==> src/rtl/memclr_pkg.sv <==
package memclr_pkg;
  localparam logic [7:0] OFF_START  = 8'h18;
  localparam logic [7:0] OFF_END    = 8'h1C;
  localparam logic [7:0] OFF_STATUS = 8'h20;

  typedef enum logic {
    SEQ_IDLE = 1'b0,
    SEQ_RUN  = 1'b1
  } seq_state_e;
endpackage

==> src/rtl/memclr_regs.sv <==
module memclr_regs #(
  parameter int ADDR_W = 22,
  parameter int REG_AW = 6
) (
  input  logic              clk_i,
  input  logic              rst_ni,
  input  logic              reg_wr_i,
  input  logic [REG_AW-1:0] reg_addr_i,
  input  logic [31:0]       reg_wdata_i,
  output logic [31:0]       reg_rdata_o,
  input  logic              fin_i,
  output logic [ADDR_W-1:0] start_addr_o,
  output logic [ADDR_W-1:0] end_addr_o,
  output logic              launch_o,
  output logic              pending_o,
  output logic              done_o
);
  localparam logic [REG_AW-1:0] A_START  = REG_AW'(memclr_pkg::OFF_START);
  localparam logic [REG_AW-1:0] A_END    = REG_AW'(memclr_pkg::OFF_END);
  localparam logic [REG_AW-1:0] A_STATUS = REG_AW'(memclr_pkg::OFF_STATUS);

  logic [ADDR_W-1:0] start_q, end_q;
  logic pending_q, done_q, launch_q;
  logic wr_start, wr_end, go;

  // all writes locked out while an erase runs
  assign wr_start = reg_wr_i && (reg_addr_i == A_START) && !pending_q;
  assign wr_end   = reg_wr_i && (reg_addr_i == A_END)   && !pending_q;
  assign go       = wr_end && reg_wdata_i[ADDR_W];

  always_ff @(posedge clk_i or negedge rst_ni) begin
    if (!rst_ni) begin
      start_q   <= '0;
      end_q     <= '0;
      pending_q <= 1'b0;
      done_q    <= 1'b0;
      launch_q  <= 1'b0;
    end else begin
      launch_q <= go;
      if (wr_start) start_q <= reg_wdata_i[ADDR_W-1:0];
      if (wr_end)   end_q   <= reg_wdata_i[ADDR_W-1:0];
      if (go) begin
        pending_q <= 1'b1;
        done_q    <= 1'b0;
      end else if (fin_i) begin
        pending_q <= 1'b0;
        done_q    <= 1'b1;
      end
    end
  end

  always_comb begin
    reg_rdata_o = '0;
    if (reg_addr_i == A_START)       reg_rdata_o = 32'(start_q);
    else if (reg_addr_i == A_END)    reg_rdata_o = 32'(end_q);
    else if (reg_addr_i == A_STATUS) reg_rdata_o = {30'b0, done_q, pending_q};
  end

  assign start_addr_o = start_q;
  assign end_addr_o   = end_q;
  assign launch_o     = launch_q;
  assign pending_o    = pending_q;
  assign done_o       = done_q;

  AST_START_LOCKED: assert property (@(posedge clk_i) disable iff (!rst_ni)
    (pending_q && reg_wr_i && reg_addr_i == A_START) |=> (start_q == $past(start_q)));
  AST_END_LOCKED: assert property (@(posedge clk_i) disable iff (!rst_ni)
    (pending_q && reg_wr_i && reg_addr_i == A_END) |=> (end_q == $past(end_q)));
  AST_FLAGS_EXCL: assert property (@(posedge clk_i) disable iff (!rst_ni)
    !(pending_q && done_q));
endmodule

==> src/rtl/memclr_range.sv <==
module memclr_range #(
  parameter int ADDR_W     = 22,
  parameter int PAGE_SHIFT = 6,
  parameter int WSHIFT     = 2,
  localparam int WIDX_W    = ADDR_W + 1 - WSHIFT
) (
  input  logic [ADDR_W-1:0] start_i,
  input  logic [ADDR_W-1:0] end_i,
  output logic [WIDX_W-1:0] first_word_o,
  output logic [WIDX_W-1:0] stop_word_o,
  output logic              empty_o
);
  // one extra bit so the rounded end can reach 2**ADDR_W
  logic [ADDR_W:0] start_al, end_sum, end_rnd;

  assign start_al = {1'b0, start_i[ADDR_W-1:PAGE_SHIFT], {PAGE_SHIFT{1'b0}}};
  assign end_sum  = {1'b0, end_i} + (ADDR_W+1)'((1 << PAGE_SHIFT) - 1);
  assign end_rnd  = {end_sum[ADDR_W:PAGE_SHIFT], {PAGE_SHIFT{1'b0}}};

  assign first_word_o = start_al[ADDR_W:WSHIFT];
  assign stop_word_o  = end_rnd[ADDR_W:WSHIFT];
  assign empty_o      = (end_rnd <= start_al);
endmodule

==> src/rtl/memclr_seq.sv <==
module memclr_seq #(
  parameter int              WIDX_W   = 21,
  parameter int              WSHIFT   = 2,
  parameter int              MEM_AW   = 32,
  parameter logic [MEM_AW-1:0] MEM_BASE = '0
) (
  input  logic              clk_i,
  input  logic              rst_ni,
  input  logic              launch_i,
  input  logic [WIDX_W-1:0] first_word_i,
  input  logic [WIDX_W-1:0] stop_word_i,
  input  logic              empty_i,
  output logic              mem_we_o,
  output logic [MEM_AW-1:0] mem_addr_o,
  output logic              fin_o
);
  import memclr_pkg::*;

  seq_state_e        state_q;
  logic [WIDX_W-1:0] cur_q, stop_q;
  logic              last_word;

  assign last_word = (cur_q + WIDX_W'(1)) == stop_q;

  always_ff @(posedge clk_i or negedge rst_ni) begin
    if (!rst_ni) begin
      state_q <= SEQ_IDLE;
      cur_q   <= '0;
      stop_q  <= '0;
    end else begin
      case (state_q)
        SEQ_IDLE: if (launch_i && !empty_i) begin
          state_q <= SEQ_RUN;
          cur_q   <= first_word_i;
          stop_q  <= stop_word_i;
        end
        SEQ_RUN: begin
          cur_q <= cur_q + WIDX_W'(1);
          if (last_word) state_q <= SEQ_IDLE;
        end
        default: state_q <= SEQ_IDLE;
      endcase
    end
  end

  assign mem_we_o   = (state_q == SEQ_RUN);
  assign mem_addr_o = MEM_BASE + MEM_AW'({cur_q, {WSHIFT{1'b0}}});
  assign fin_o      = ((state_q == SEQ_IDLE) && launch_i && empty_i) ||
                      ((state_q == SEQ_RUN) && last_word);

  AST_ADDR_STEP: assert property (@(posedge clk_i) disable iff (!rst_ni)
    (mem_we_o && $past(mem_we_o)) |-> (mem_addr_o == $past(mem_addr_o) + MEM_AW'(1 << WSHIFT)));
  AST_CUR_IN_RANGE: assert property (@(posedge clk_i) disable iff (!rst_ni)
    (state_q == SEQ_RUN) |-> (cur_q < stop_q));
  AST_LAUNCH_IDLE: assert property (@(posedge clk_i) disable iff (!rst_ni)
    launch_i |-> (state_q == SEQ_IDLE));
endmodule

==> src/rtl/memclr_top.sv <==
module memclr_top #(
  parameter int              ADDR_W     = 22,
  parameter int              REG_AW     = 6,
  parameter int              PAGE_BYTES = 64,
  parameter int              WORD_BYTES = 4,
  parameter int              MEM_AW     = 32,
  parameter logic [MEM_AW-1:0] MEM_BASE = 32'h2000_0000,
  parameter logic [7:0]      FILL_BYTE  = 8'h5A,
  localparam int             DATA_W     = 8 * WORD_BYTES,
  localparam int             PAGE_SHIFT = $clog2(PAGE_BYTES),
  localparam int             WSHIFT     = $clog2(WORD_BYTES),
  localparam int             WIDX_W     = ADDR_W + 1 - WSHIFT
) (
  input  logic              clk_i,
  input  logic              rst_ni,
  input  logic              reg_wr_i,
  input  logic [REG_AW-1:0] reg_addr_i,
  input  logic [31:0]       reg_wdata_i,
  output logic [31:0]       reg_rdata_o,
  output logic              mem_we_o,
  output logic [MEM_AW-1:0] mem_addr_o,
  output logic [DATA_W-1:0] mem_wdata_o
);
  logic [ADDR_W-1:0] start_addr, end_addr;
  logic [WIDX_W-1:0] first_word, stop_word;
  logic launch, pending, done, fin, empty;

  memclr_regs #(.ADDR_W(ADDR_W), .REG_AW(REG_AW)) u_regs (
    .clk_i, .rst_ni, .reg_wr_i, .reg_addr_i, .reg_wdata_i, .reg_rdata_o,
    .fin_i(fin), .start_addr_o(start_addr), .end_addr_o(end_addr),
    .launch_o(launch), .pending_o(pending), .done_o(done)
  );

  memclr_range #(.ADDR_W(ADDR_W), .PAGE_SHIFT(PAGE_SHIFT), .WSHIFT(WSHIFT)) u_range (
    .start_i(start_addr), .end_i(end_addr),
    .first_word_o(first_word), .stop_word_o(stop_word), .empty_o(empty)
  );

  memclr_seq #(.WIDX_W(WIDX_W), .WSHIFT(WSHIFT), .MEM_AW(MEM_AW), .MEM_BASE(MEM_BASE)) u_seq (
    .clk_i, .rst_ni, .launch_i(launch), .first_word_i(first_word),
    .stop_word_i(stop_word), .empty_i(empty),
    .mem_we_o, .mem_addr_o, .fin_o(fin)
  );

  assign mem_wdata_o = {WORD_BYTES{FILL_BYTE}};

  AST_WE_WHILE_BUSY: assert property (@(posedge clk_i) disable iff (!rst_ni)
    mem_we_o |-> pending);
  AST_DONE_AT_END: assert property (@(posedge clk_i) disable iff (!rst_ni)
    $fell(pending) |-> done);
  AST_FIN_ONLY_BUSY: assert property (@(posedge clk_i) disable iff (!rst_ni)
    fin |-> pending);
endmodule

==> config.mk <==
export PLATFORM = sky130hd
export DESIGN_NAME = memclr_top
export DESIGN_NICKNAME = d
export VERILOG_FILES = /design/src/rtl/memclr_pkg.sv /design/src/rtl/memclr_regs.sv /design/src/rtl/memclr_range.sv /design/src/rtl/memclr_seq.sv /design/src/rtl/memclr_top.sv
export SDC_FILE = /design/constraint.sdc
export NUM_CORES = 1
export LEC_CHECK = 0
export BUFFER_PORTS_ARGS = -buffer_cell sky130_fd_sc_hd__buf_2
export CAP_MARGIN = 10
export CORE_ASPECT_RATIO = 2
export CORE_UTILIZATION = 41
export CTS_BUF_LIST = sky130_fd_sc_hd__clkbuf_8
export DETAILED_ROUTE_END_ITERATION = 12
export PLACE_DENSITY = 0.66
export RECOVER_POWER = 25
export SETUP_SLACK_MARGIN = 0.1
export SLEW_MARGIN = 10
export SYNTH_ARGS = -nofsm -noshare
export SYNTH_HDL_FRONTEND = slang
export SYNTH_SLANG_ARGS = --single-unit
==> constraint.sdc <==
create_clock -name clk_i -period 4.16 [get_ports clk_i]
set_clock_uncertainty 0.05 [all_clocks]
set_input_delay 0.624 -clock clk_i [delete_from_list [all_inputs] [get_ports clk_i]]
set_output_delay 0.624 -clock clk_i [all_outputs]
set_load 0.01 [all_outputs]
==> impl_metrics.tcl, run 1 <==
set metrics [dict create \
    status "finished with violations" \
    violations "design-rule violations, max-capacitance violations, max-slew violations" \
    hold_slack_ps 453 \
    clockBufferDepth 2 \
    fin_crit_sh 0.900 \
    cts_tree "yes" \
    initial_core_util 0.419 \
    critPathRequiredTime_ps 4320 \
    p_leak_nw 3.01 \
    synth_ff_type "dfrtp_1" \
    cts_setup_buffers 0 \
    cts_buffers 9 \
    area_growth_pct 9.00 \
    seq_area_frac_synth 0.382 \
    h-tree-depth 3 \
    die_y_um 168 \
    cp-start-kind "register" \
    final-instance-count-excl-fill 791 \
    path_clk_slew_ps 100 \
    die-area_um2 14200 \
    critPathKind "reg -> reg" \
    route.detailed.drc 15 \
    ys_top_cells_by_area "dfrtp_1, mux2_2, buf_4, mux2i_1, xnor2_1" \
    route.vias.total 4315 \
    crit_start "u_regs.end_addr_o[7]$_DFFE_PN0P_" \
    cp_slowest_cell "dfrtp_1" \
    ios 138 \
    p_int_mw 1.16 \
    cp.arrival_ps 3900 \
    synth_top_area_share 0.382 \
    via_per_inst 5.46 \
    p_sw_frac 0.245 \
    sequentialPowerShare 0.547 \
    synth_edf_count 0 \
    diodes 0 \
    core_area_um2 13400 \
    synth-seq-cells 86 \
    antenna_found_initial 0 \
    worst_slack_ps 417 \
    worst-slew-pin-transition_ps 1690 \
    clock_latency_ps 360 \
    dp_cells 775 \
    dp_hpwl_mm 10.3 \
    avgSynthCellArea_um2 9.94 \
    r2r_cells 15 \
    drv_slew 69 \
    finalSetupTns_ps 0 \
    relSlewSlack -0.128 \
    grt_pass1_wl_mm 21.3 \
    min_period_ps 3740 \
    maxCapViolations 1 \
    wire_per_inst_um 16.6 \
    powerDensity_nw_per_um2 250 \
    drive_above_1_share 0.274 \
    synth_area_um2 5630 \
    slowest_delay_ps 470 \
    ant_nets 0 \
    die_x_um 84.8 \
    final_util 0.457 \
    grt_overflow 0 \
    syn_inst 566 \
    row_count 60 \
    power_frac_comb 0.055 \
    path_depth 15 \
    placed_cell_area_um2 5920 \
    crit_end "u_seq.cur_q[16]$_DFFE_PN0P_" \
    gp_congestion 0.864 \
    clock-sinks 86 \
    place_ws_ps 386 \
    yosysWarnings 0 \
    reg2reg_setup_slack_ps 420 \
    fin_area_um2 6130 \
    worst_r2r_endpoint "u_seq.cur_q[16]$_DFFE_PN0P_" \
    ir_drop_mv 0.181 \
    rr_startpoint "u_regs.end_addr_o[7]$_DFFE_PN0P_" \
    finalHoldViolCount 0 \
    crit_path_max_fanout 47 \
    drt-pass1-iter-count 9 \
    synthDistinctLibCells 60 \
    nNetsFinal 690 \
    crit_family "compound AO/OA/AOI/OAI gates" \
    port_buffers 75 \
    grt_max_degree 69 \
    path_buf_inv 2 \
    drtIter0Drc 219 \
    wirelength_mm 13.1 \
    synthArstFlopShare 1.00 \
    crit_path_cell_trace "nand4_1 > or2_2 > nor3_1 > buf_4 > nand3_1 > xnor2_1 > ha_1 > nand4_1 > o41ai_1 > o41ai_1 > a21oi_1 > a21oi_4 > buf_12 > a311oi_1 > a211oi_1" \
    p_switching_mw 0.376 \
    rsz0062_at_grt "no" \
    hold_class "in -> reg" \
    yosysTopAreaCell "dfrtp_1" \
    fmax_ghz 0.267 \
    worst_setup_path_end_kind "register" \
    grt_pass1_vias 4400 \
    grt_usage 0.192 \
    power.total_mw 1.53 \
    fillers 1284 \
    p_clk_frac 0.397 \
    setup_viol 0 \
    ctsRootBufferMaster "clkbuf_8" \
]
[final cells by class]
| class | count | area (um^2) | share of cell area |
|---|---|---|---|
| multi-input combinational | 427 | 3050 | 0.497 |
| clock buffer | 10 | 138 | 0.0224 |
| tap | 155 | 194 | 0.0316 |
| sequential | 86 | 2150 | 0.351 |
| clock inverter | 6 | 70.1 | 0.0114 |
| inverter | 25 | 93.8 | 0.0153 |
| timing repair buffer | 82 | 440 | 0.0718 |
[kinds of logic after synthesis]
kind of cell,Yosys count,share of synthesized area
adder cells (fa/ha/maj),18,0.0400
other,2,0.00133
AO/OA/AOI/OAI,75,0.0869
multiplexers,85,0.165
buffers and inverters,104,0.114
AND/OR/NAND/NOR,153,0.143
flip-flops,86,0.382
XOR/XNOR,43,0.0669
[layout by cell type (no fill, tap or decap), drive strengths merged, types with 3 or more instances in the layout]
master,netlist,final
o31ai,3,3
nor3b,3,3
o21ai,23,23
nor2,40,40
xnor2,27,27
nor4,9,9
or2,3,3
or3,3,3
a21oi,16,16
a22o,3,3
and2,5,5
conb,2,53
inv,25,26
mux2i,24,24
ha,18,18
nor3,9,9
dfrtp,86,86
or4,3,3
clkinvlp,0,3
o211ai,3,3
mux2,61,61
o22ai,3,3
nand2,31,31
xor2,16,16
nand3,15,15
nand4,20,20
clkbuf,15,11
a211oi,7,7
buf,64,81
[Yosys cell counts, types with 18 or more instances]
library cell and number:
nor2_1 40, nand4_1 19, xnor2_1 27, mux2i_1 24, ha_1 18, mux2_2 61, inv_1 25, dfrtp_1 86
buf_4 53, o21ai_0 23, nand2_1 31
[per-layer routing]
metal  up-vias  track usage  share of wire
li1       2022            -              -
met1      2088        0.198           0.36
met2       157        0.343           0.54
met3        48       0.0266          0.036
met4         0        0.146          0.067
met5         -            0              0
[state kept, by name, summed over array words and instances (netlist names)]
name and flops:
u_regs.done_o 1, u_regs.end_addr_o 22, u_regs.launch_o 1, u_regs.pending_o 1, u_regs.start_addr_o 22, u_seq.cur_q 21, u_seq.mem_we_o 1, u_seq.stop_q 17
[how the worst min path moves through the flow]
stage                                                endpoint  slack [ps]                          startpoint  cells after the start
after detailed placement   u_regs.start_addr_o[3]$_DFFE_PN0P_         440  u_regs.start_addr_o[3]$_DFFE_PN0P_                      1
after global routing       u_regs.start_addr_o[7]$_DFFE_PN0P_         440                      reg_wdata_i[7]                      2
after global placement     u_regs.start_addr_o[3]$_DFFE_PN0P_         440  u_regs.start_addr_o[3]$_DFFE_PN0P_                      1
final                      u_regs.start_addr_o[7]$_DFFE_PN0P_         450                      reg_wdata_i[7]                      2
after floorplan                     u_regs.done_o$_DFFE_PN0P_         280                              rst_ni                      0
after CTS                 u_regs.start_addr_o[19]$_DFFE_PN0P_         340                              rst_ni                      1
[power by group through the flow]
stage	registers [mW]	logic (mW)	clock network (mW)
after floorplan	0.856	0.0805	0
after global placement	0.856	0.0820	0
after detailed placement	0.856	0.0845	0
after CTS	0.839	0.0845	0.629
after global routing	0.840	0.0954	0.662
final	0.840	0.0845	0.609
[repair_timing]
item,CTS,global route
gates resized for setup,0,2
setup endpoints to repair,0,33
hold buffers,0,0
Power figures use the tool's default switching activity.
==> inputs of run 2 (changes only) <==
--- a/config.mk
+++ b/config.mk
@@ -8,13 +8,14 @@
 export BUFFER_PORTS_ARGS = -buffer_cell sky130_fd_sc_hd__buf_2
 export CAP_MARGIN = 10
 export CORE_ASPECT_RATIO = 2
-export CORE_UTILIZATION = 41
+export CORE_UTILIZATION = 56
 export CTS_BUF_LIST = sky130_fd_sc_hd__clkbuf_8
 export DETAILED_ROUTE_END_ITERATION = 12
-export PLACE_DENSITY = 0.66
+export PLACE_DENSITY = 0.85
 export RECOVER_POWER = 25
 export SETUP_SLACK_MARGIN = 0.1
 export SLEW_MARGIN = 10
 export SYNTH_ARGS = -nofsm -noshare
 export SYNTH_HDL_FRONTEND = slang
 export SYNTH_SLANG_ARGS = --single-unit
+export TNS_END_PERCENT = 20
==> run 2 against run 1 <==
Against the previous run: the run ends with max-capacitance violations, max-slew violations left; routed wire length fell by 1.6%; clock power rose by 0.8%; flip-flop and latch count did not move; total power rose by 0.24%; non-clock buffer count fell by 3; sequential power barely moved; combinational power fell by 0.9%; maximum frequency rose by 0.18%.
==> impl_metrics.tcl, run 2 (synthesis results as in run 1) <==
set metrics [dict create \
    hold_class "in -> reg" \
    gp_congestion 0.961 \
    r2r_cells 13 \
    grt_max_degree 87 \
    met3_length_um 566 \
    clock-sinks 86 \
    powerDensity_nw_per_um2 252 \
    route.detailed.drc 0 \
    wirelength_mm 12.9 \
    antenna_found_initial 0 \
    fmax_ghz 0.268 \
    grt_pass1_vias 4472 \
    critPathMostFrequentCell "nand4_1" \
    die_y_um 144 \
    core_area_um2 9760 \
    most-common-layout-cells "dfrtp_1, buf_2, mux2_2" \
    clockBufferDepth 2 \
    port_buffers 75 \
    ant_nets 0 \
    finalHoldViolCount 0 \
    cts_buffers 9 \
    hp-start "reg_wdata_i[4]" \
    grt_overflow 0 \
    initial_core_util 0.576 \
    routed-wl-met2_mm 7.03 \
    critPathKind "reg -> reg" \
    holdPathStages 2 \
    cp_slowest_cell "o41ai_1" \
    slowest_delay_ps 470 \
    clock_latency_ps 370 \
    finalSetupTns_ps 0 \
    fin_crit_sh 0.898 \
    place_ws_ps 321 \
    critPathRequiredTime_ps 4360 \
    top_layer_used "met4" \
    worst_r2r_endpoint "u_seq.stop_q[8]$_DFFE_PN0P_" \
    worst-slew-pin-transition_ps 2140 \
    crit_path_max_fanout 47 \
    ctsRootBufferMaster "clkbuf_8" \
    drt-pass1-iter-count 5 \
    rr_startpoint "u_regs.end_addr_o[7]$_DFFE_PN0P_" \
    dp_cells 749 \
    wirelength_met1_mm 4.55 \
    layout_commonest_cell "dfrtp_1" \
    violations "max-capacitance violations, max-slew violations" \
    diodes 0 \
    h-tree-depth 3 \
    wire_per_inst_um 16.9 \
    rsz0062_at_grt "no" \
    cp-start-kind "register" \
    nNetsFinal 687 \
    cp.arrival_ps 3930 \
    ios 138 \
    worst_setup_path_end_kind "register" \
    ir_drop_mv 0.232 \
    drv_slew 87 \
    ctsHoldBuffers 0 \
    dp_hpwl_mm 9.71 \
    grt_usage 0.266 \
    status "finished with violations" \
    cts_tree "yes" \
    min_period_ps 3740 \
    via_per_inst 5.71 \
    reg2reg_setup_slack_ps 420 \
    p_leak_nw 3.01 \
    setup_viol 0 \
    maxCapViolations 1 \
    path_clk_slew_ps 80 \
    crit_path_cell_trace "nand4_1 > or2_2 > nor2_1 > nand4_1 > xnor2_1 > ha_1 > nand4_1 > nor4_2 > o41ai_1 > a21oi_2 > a21oi_4 > buf_12 > mux2_2" \
    path_buf_inv 1 \
    crit_family "simple AND/OR/NAND/NOR gates" \
    die-area_um2 10500 \
    drtIter0Drc 250 \
    route.vias.total 4363 \
    whs_endpoint "u_regs.start_addr_o[4]$_DFFE_PN0P_" \
    final-instance-count-excl-fill 764 \
    drive_above_1_share 0.272 \
    grt_pass1_wl_mm 21.1 \
    worst_slack_ps 424 \
    relSlewSlack -0.428 \
    die_x_um 72.9 \
    area_growth_pct 8.25 \
    row_count 51 \
]
-- run 2: cell types whose count changed in the layout (fill, tap and decap cells not counted), sizes merged --
cell | before | now
buf | 81 | 78
clkbuf | 11 | 13
inv | 26 | 25
clkinvlp | 3 | 1
-- run 2: worst max-delay path by stage --
stage	startpoint	endpoint	slack, ps	cells after the start
2_1_floorplan	u_regs.end_addr_o[7]$_DFFE_PN0P_	u_seq.cur_q[16]$_DFFE_PN0P_	820	15
5_1_grt	u_regs.end_addr_o[7]$_DFFE_PN0P_	u_seq.stop_q[9]$_DFFE_PN0P_	160	13
6_report	u_regs.end_addr_o[7]$_DFFE_PN0P_	u_seq.stop_q[8]$_DFFE_PN0P_	420	13
3_5_place_dp	u_regs.end_addr_o[7]$_DFFE_PN0P_	u_seq.cur_q[16]$_DFFE_PN0P_	320	14
4_1_cts	u_regs.end_addr_o[7]$_DFFE_PN0P_	u_seq.cur_q[16]$_DFFE_PN0P_	300	14
3_3_place_gp	u_regs.end_addr_o[7]$_DFFE_PN0P_	u_seq.cur_q[16]$_DFFE_PN0P_	540	14
-- run 2: through the flow --
| step | power (mW) | hold slack [ps] | utilization | area, um^2 |
|---|---|---|---|---|
| finish | 1.54 | 455 | 0.624 | 6090 |
| global route | 1.58 | 447 | 0.624 | 6090 |
| CTS | 1.55 | 444 | 0.622 | 6070 |
| detailed placement | 0.939 | 448 | 0.601 | 5870 |
| global placement | 0.935 | 436 | 0.601 | 5870 |
| floorplan | 0.936 | 278 | - | 5820 |
-- run 2: area by class of cell --
cell class                      instances  area, um^2
Clock inverter                          3        42.5
Tap cell                              132         165
Timing Repair Buffer                   79         418
Inverter                               25        93.8
Sequential cell                        86        2150
Multi-Input combinational cell        427        3060
Fill cell                             773        3670
Clock buffer                           12         165
-- run 2: where the power goes --
part,internal (mW),switching (mW)
clock,0.322,0.291
sequential,0.837,0.00254
combinational,0.0228,0.0609
-- run 2: layer usage --
layer / GRT usage / up-vias
li1: - / 2023
met1: 0.269 / 2109
met2: 0.480 / 186
met3: 0.0470 / 45
met4: 0.187 / 0
met5: 0 / -
-- run 2: what timing repair did --
action,4_1_cts,5_1_grt
resized for setup,0,4
setup buffers,0,0
setup endpoints to repair,0,37
==> inputs of run 3 (changes only) <==
--- a/config.mk
+++ b/config.mk
@@ -8,10 +8,10 @@
 export BUFFER_PORTS_ARGS = -buffer_cell sky130_fd_sc_hd__buf_2
 export CAP_MARGIN = 10
 export CORE_ASPECT_RATIO = 2
-export CORE_UTILIZATION = 56
+export CORE_UTILIZATION = 25
 export CTS_BUF_LIST = sky130_fd_sc_hd__clkbuf_8
 export DETAILED_ROUTE_END_ITERATION = 12
-export PLACE_DENSITY = 0.85
+export PLACE_DENSITY = 0.45
 export RECOVER_POWER = 25
 export SETUP_SLACK_MARGIN = 0.1
 export SLEW_MARGIN = 10
==> run 3 against run 2 <==
Against the previous run: the flow still finishes with violations (max-capacitance violations, max-slew violations); non-clock buffer count grew 6; worst setup slack lost 48 ps; clock-buffer cell count shrank 2; die area grew 120%; sequential share of layout area shrank 1.3 points; critical path type unchanged; largest power group unchanged.
==> impl_metrics.tcl, run 3 (synthesis results as in run 1) <==
set metrics [dict create \
    crit_path_max_fanout 27 \
    gp_congestion 0.795 \
    crit_path_cell_trace "nand4_1 > or2_2 > nor2_1 > nand4_1 > xnor2_2 > ha_1 > nand4_1 > nor4_2 > o41ai_2 > a21oi_2 > a21oi_4 > buf_4 > mux2_2" \
    rsz0062_at_grt "no" \
    wirelength_mm 15.3 \
    fmax_ghz 0.264 \
    reg2reg_setup_slack_ps 380 \
    route.vias.total 4179 \
    fillers 2373 \
    port_buffers 75 \
    powerDensity_nw_per_um2 250 \
    die_x_um 108 \
    dp_hpwl_mm 12.1 \
    drive_above_1_share 0.279 \
    drt-pass1-iter-count 4 \
    clock_latency_ps 390 \
    critPathMostFrequentCell "nand4_1" \
    grt_pass1_wl_mm 23.8 \
    die_y_um 214 \
    relSlewSlack -0.217 \
    grt_overflow 0 \
    worst_slack_ps 376 \
    cp.arrival_ps 4010 \
    holdPathStages 2 \
    multi_input_area_um2 3070 \
    power.total_mw 1.58 \
    r2r_cells 13 \
    violations "max-capacitance violations, max-slew violations" \
    clock-sinks 86 \
    diodes 0 \
    path_buf_inv 1 \
    min_period_ps 3780 \
    crit_family "simple AND/OR/NAND/NOR gates" \
    layout_commonest_cell "dfrtp_1" \
    die-area_um2 23200 \
    area_growth_pct 12.4 \
    core_area_um2 22100 \
    ant_nets 0 \
    initial_core_util 0.255 \
    hold_class "in -> reg" \
    wire_per_inst_um 16.7 \
    status "finished with violations" \
    route.detailed.drc 0 \
    drtIter0Drc 162 \
    setup_viol 0 \
    worst-slew-pin-transition_ps 1830 \
    critPathKind "reg -> reg" \
    critPathRequiredTime_ps 4380 \
    cts_buffers 9 \
    drv_slew 69 \
    cp-start-kind "register" \
    grt_max_degree 69 \
    most-common-layout-cells "dfrtp_1, buf_2, mux2_2" \
    ctsRootBufferMaster "clkbuf_8" \
    fin_crit_sh 0.910 \
    path_depth 13 \
    grt_pass1_vias 4263 \
    p_leak_nw 3.07 \
    final_util 0.287 \
    seq_area_um2 2150 \
    grt_usage 0.140 \
    worst_setup_path_end_kind "register" \
    path_clk_slew_ps 80 \
    finalSetupTns_ps 0 \
    antenna_found_initial 0 \
    cts_setup_buffers 0 \
    finalHoldViolCount 0 \
    ir_drop_mv 0.148 \
    cp_slowest_cell "dfrtp_1" \
    row_count 77 \
    place_ws_ps 256 \
    nNetsFinal 693 \
    clockBufferDepth 2 \
    ios 138 \
    maxCapViolations 1 \
    h-tree-depth 3 \
    cts_tree "yes" \
    slowest_delay_ps 460 \
    via_per_inst 4.57 \
]
==> run 3: metal layers <==
metal	vias up	share of wire	track usage
li1	2032	-	-
met1	2018	0.37	0.142
met4	0	0.043	0.0790
met2	106	0.56	0.257
met5	-	0	0
met3	23	0.033	0.0267
==> run 3: power breakdown <==
part	internal (mW)	switching [mW]	total (mW)	leakage, nW
Sequential	0.837	0.00265	0.840	1.20
Combinational	0.0237	0.0642	0.0879	1.75
Clock	0.348	0.308	0.656	0.115
==> run 3: final timing paths <==
check | from | end
worst max register to register | u_regs.end_addr_o[10]$_DFFE_PN0P_ | u_seq.stop_q[12]$_DFFE_PN0P_
worst min-delay path | reg_wdata_i[6] | u_regs.start_addr_o[6]$_DFFE_PN0P_
min in group asynchronous | rst_ni | u_seq.cur_q[12]$_DFFE_PN0P_
worst min register to register | u_regs.start_addr_o[0]$_DFFE_PN0P_ | u_regs.start_addr_o[0]$_DFFE_PN0P_
worst max-delay path | u_regs.end_addr_o[10]$_DFFE_PN0P_ | u_seq.stop_q[12]$_DFFE_PN0P_
max in group asynchronous | rst_ni | u_regs.start_addr_o[5]$_DFFE_PN0P_
==> run 3: stage by stage <==
stage	cells	hold WS (ps)	area (um^2)
2_1_floorplan	617	278	5820
3_3_place_gp	899	435	6080
3_5_place_dp	899	442	6080
4_1_cts	914	324	6290
5_1_grt	914	407	6330
6_report	914	431	6330
==> run 3: repair_timing <==
item,in CTS,in global routing
hold endpoints to repair,0,0
endpoints found under the setup margin,0,39
gates resized for setup,0,7
hold buffers,0,0
==> run 3: layout make-up <==
type / count / area share
clock inverter: 5 / 0.0121
tap: 276 / 0.0546
clock buffer: 10 / 0.0218
multi-input combinational: 427 / 0.485
inverter: 25 / 0.0148
timing repair buffer: 85 / 0.0712
sequential: 86 / 0.340
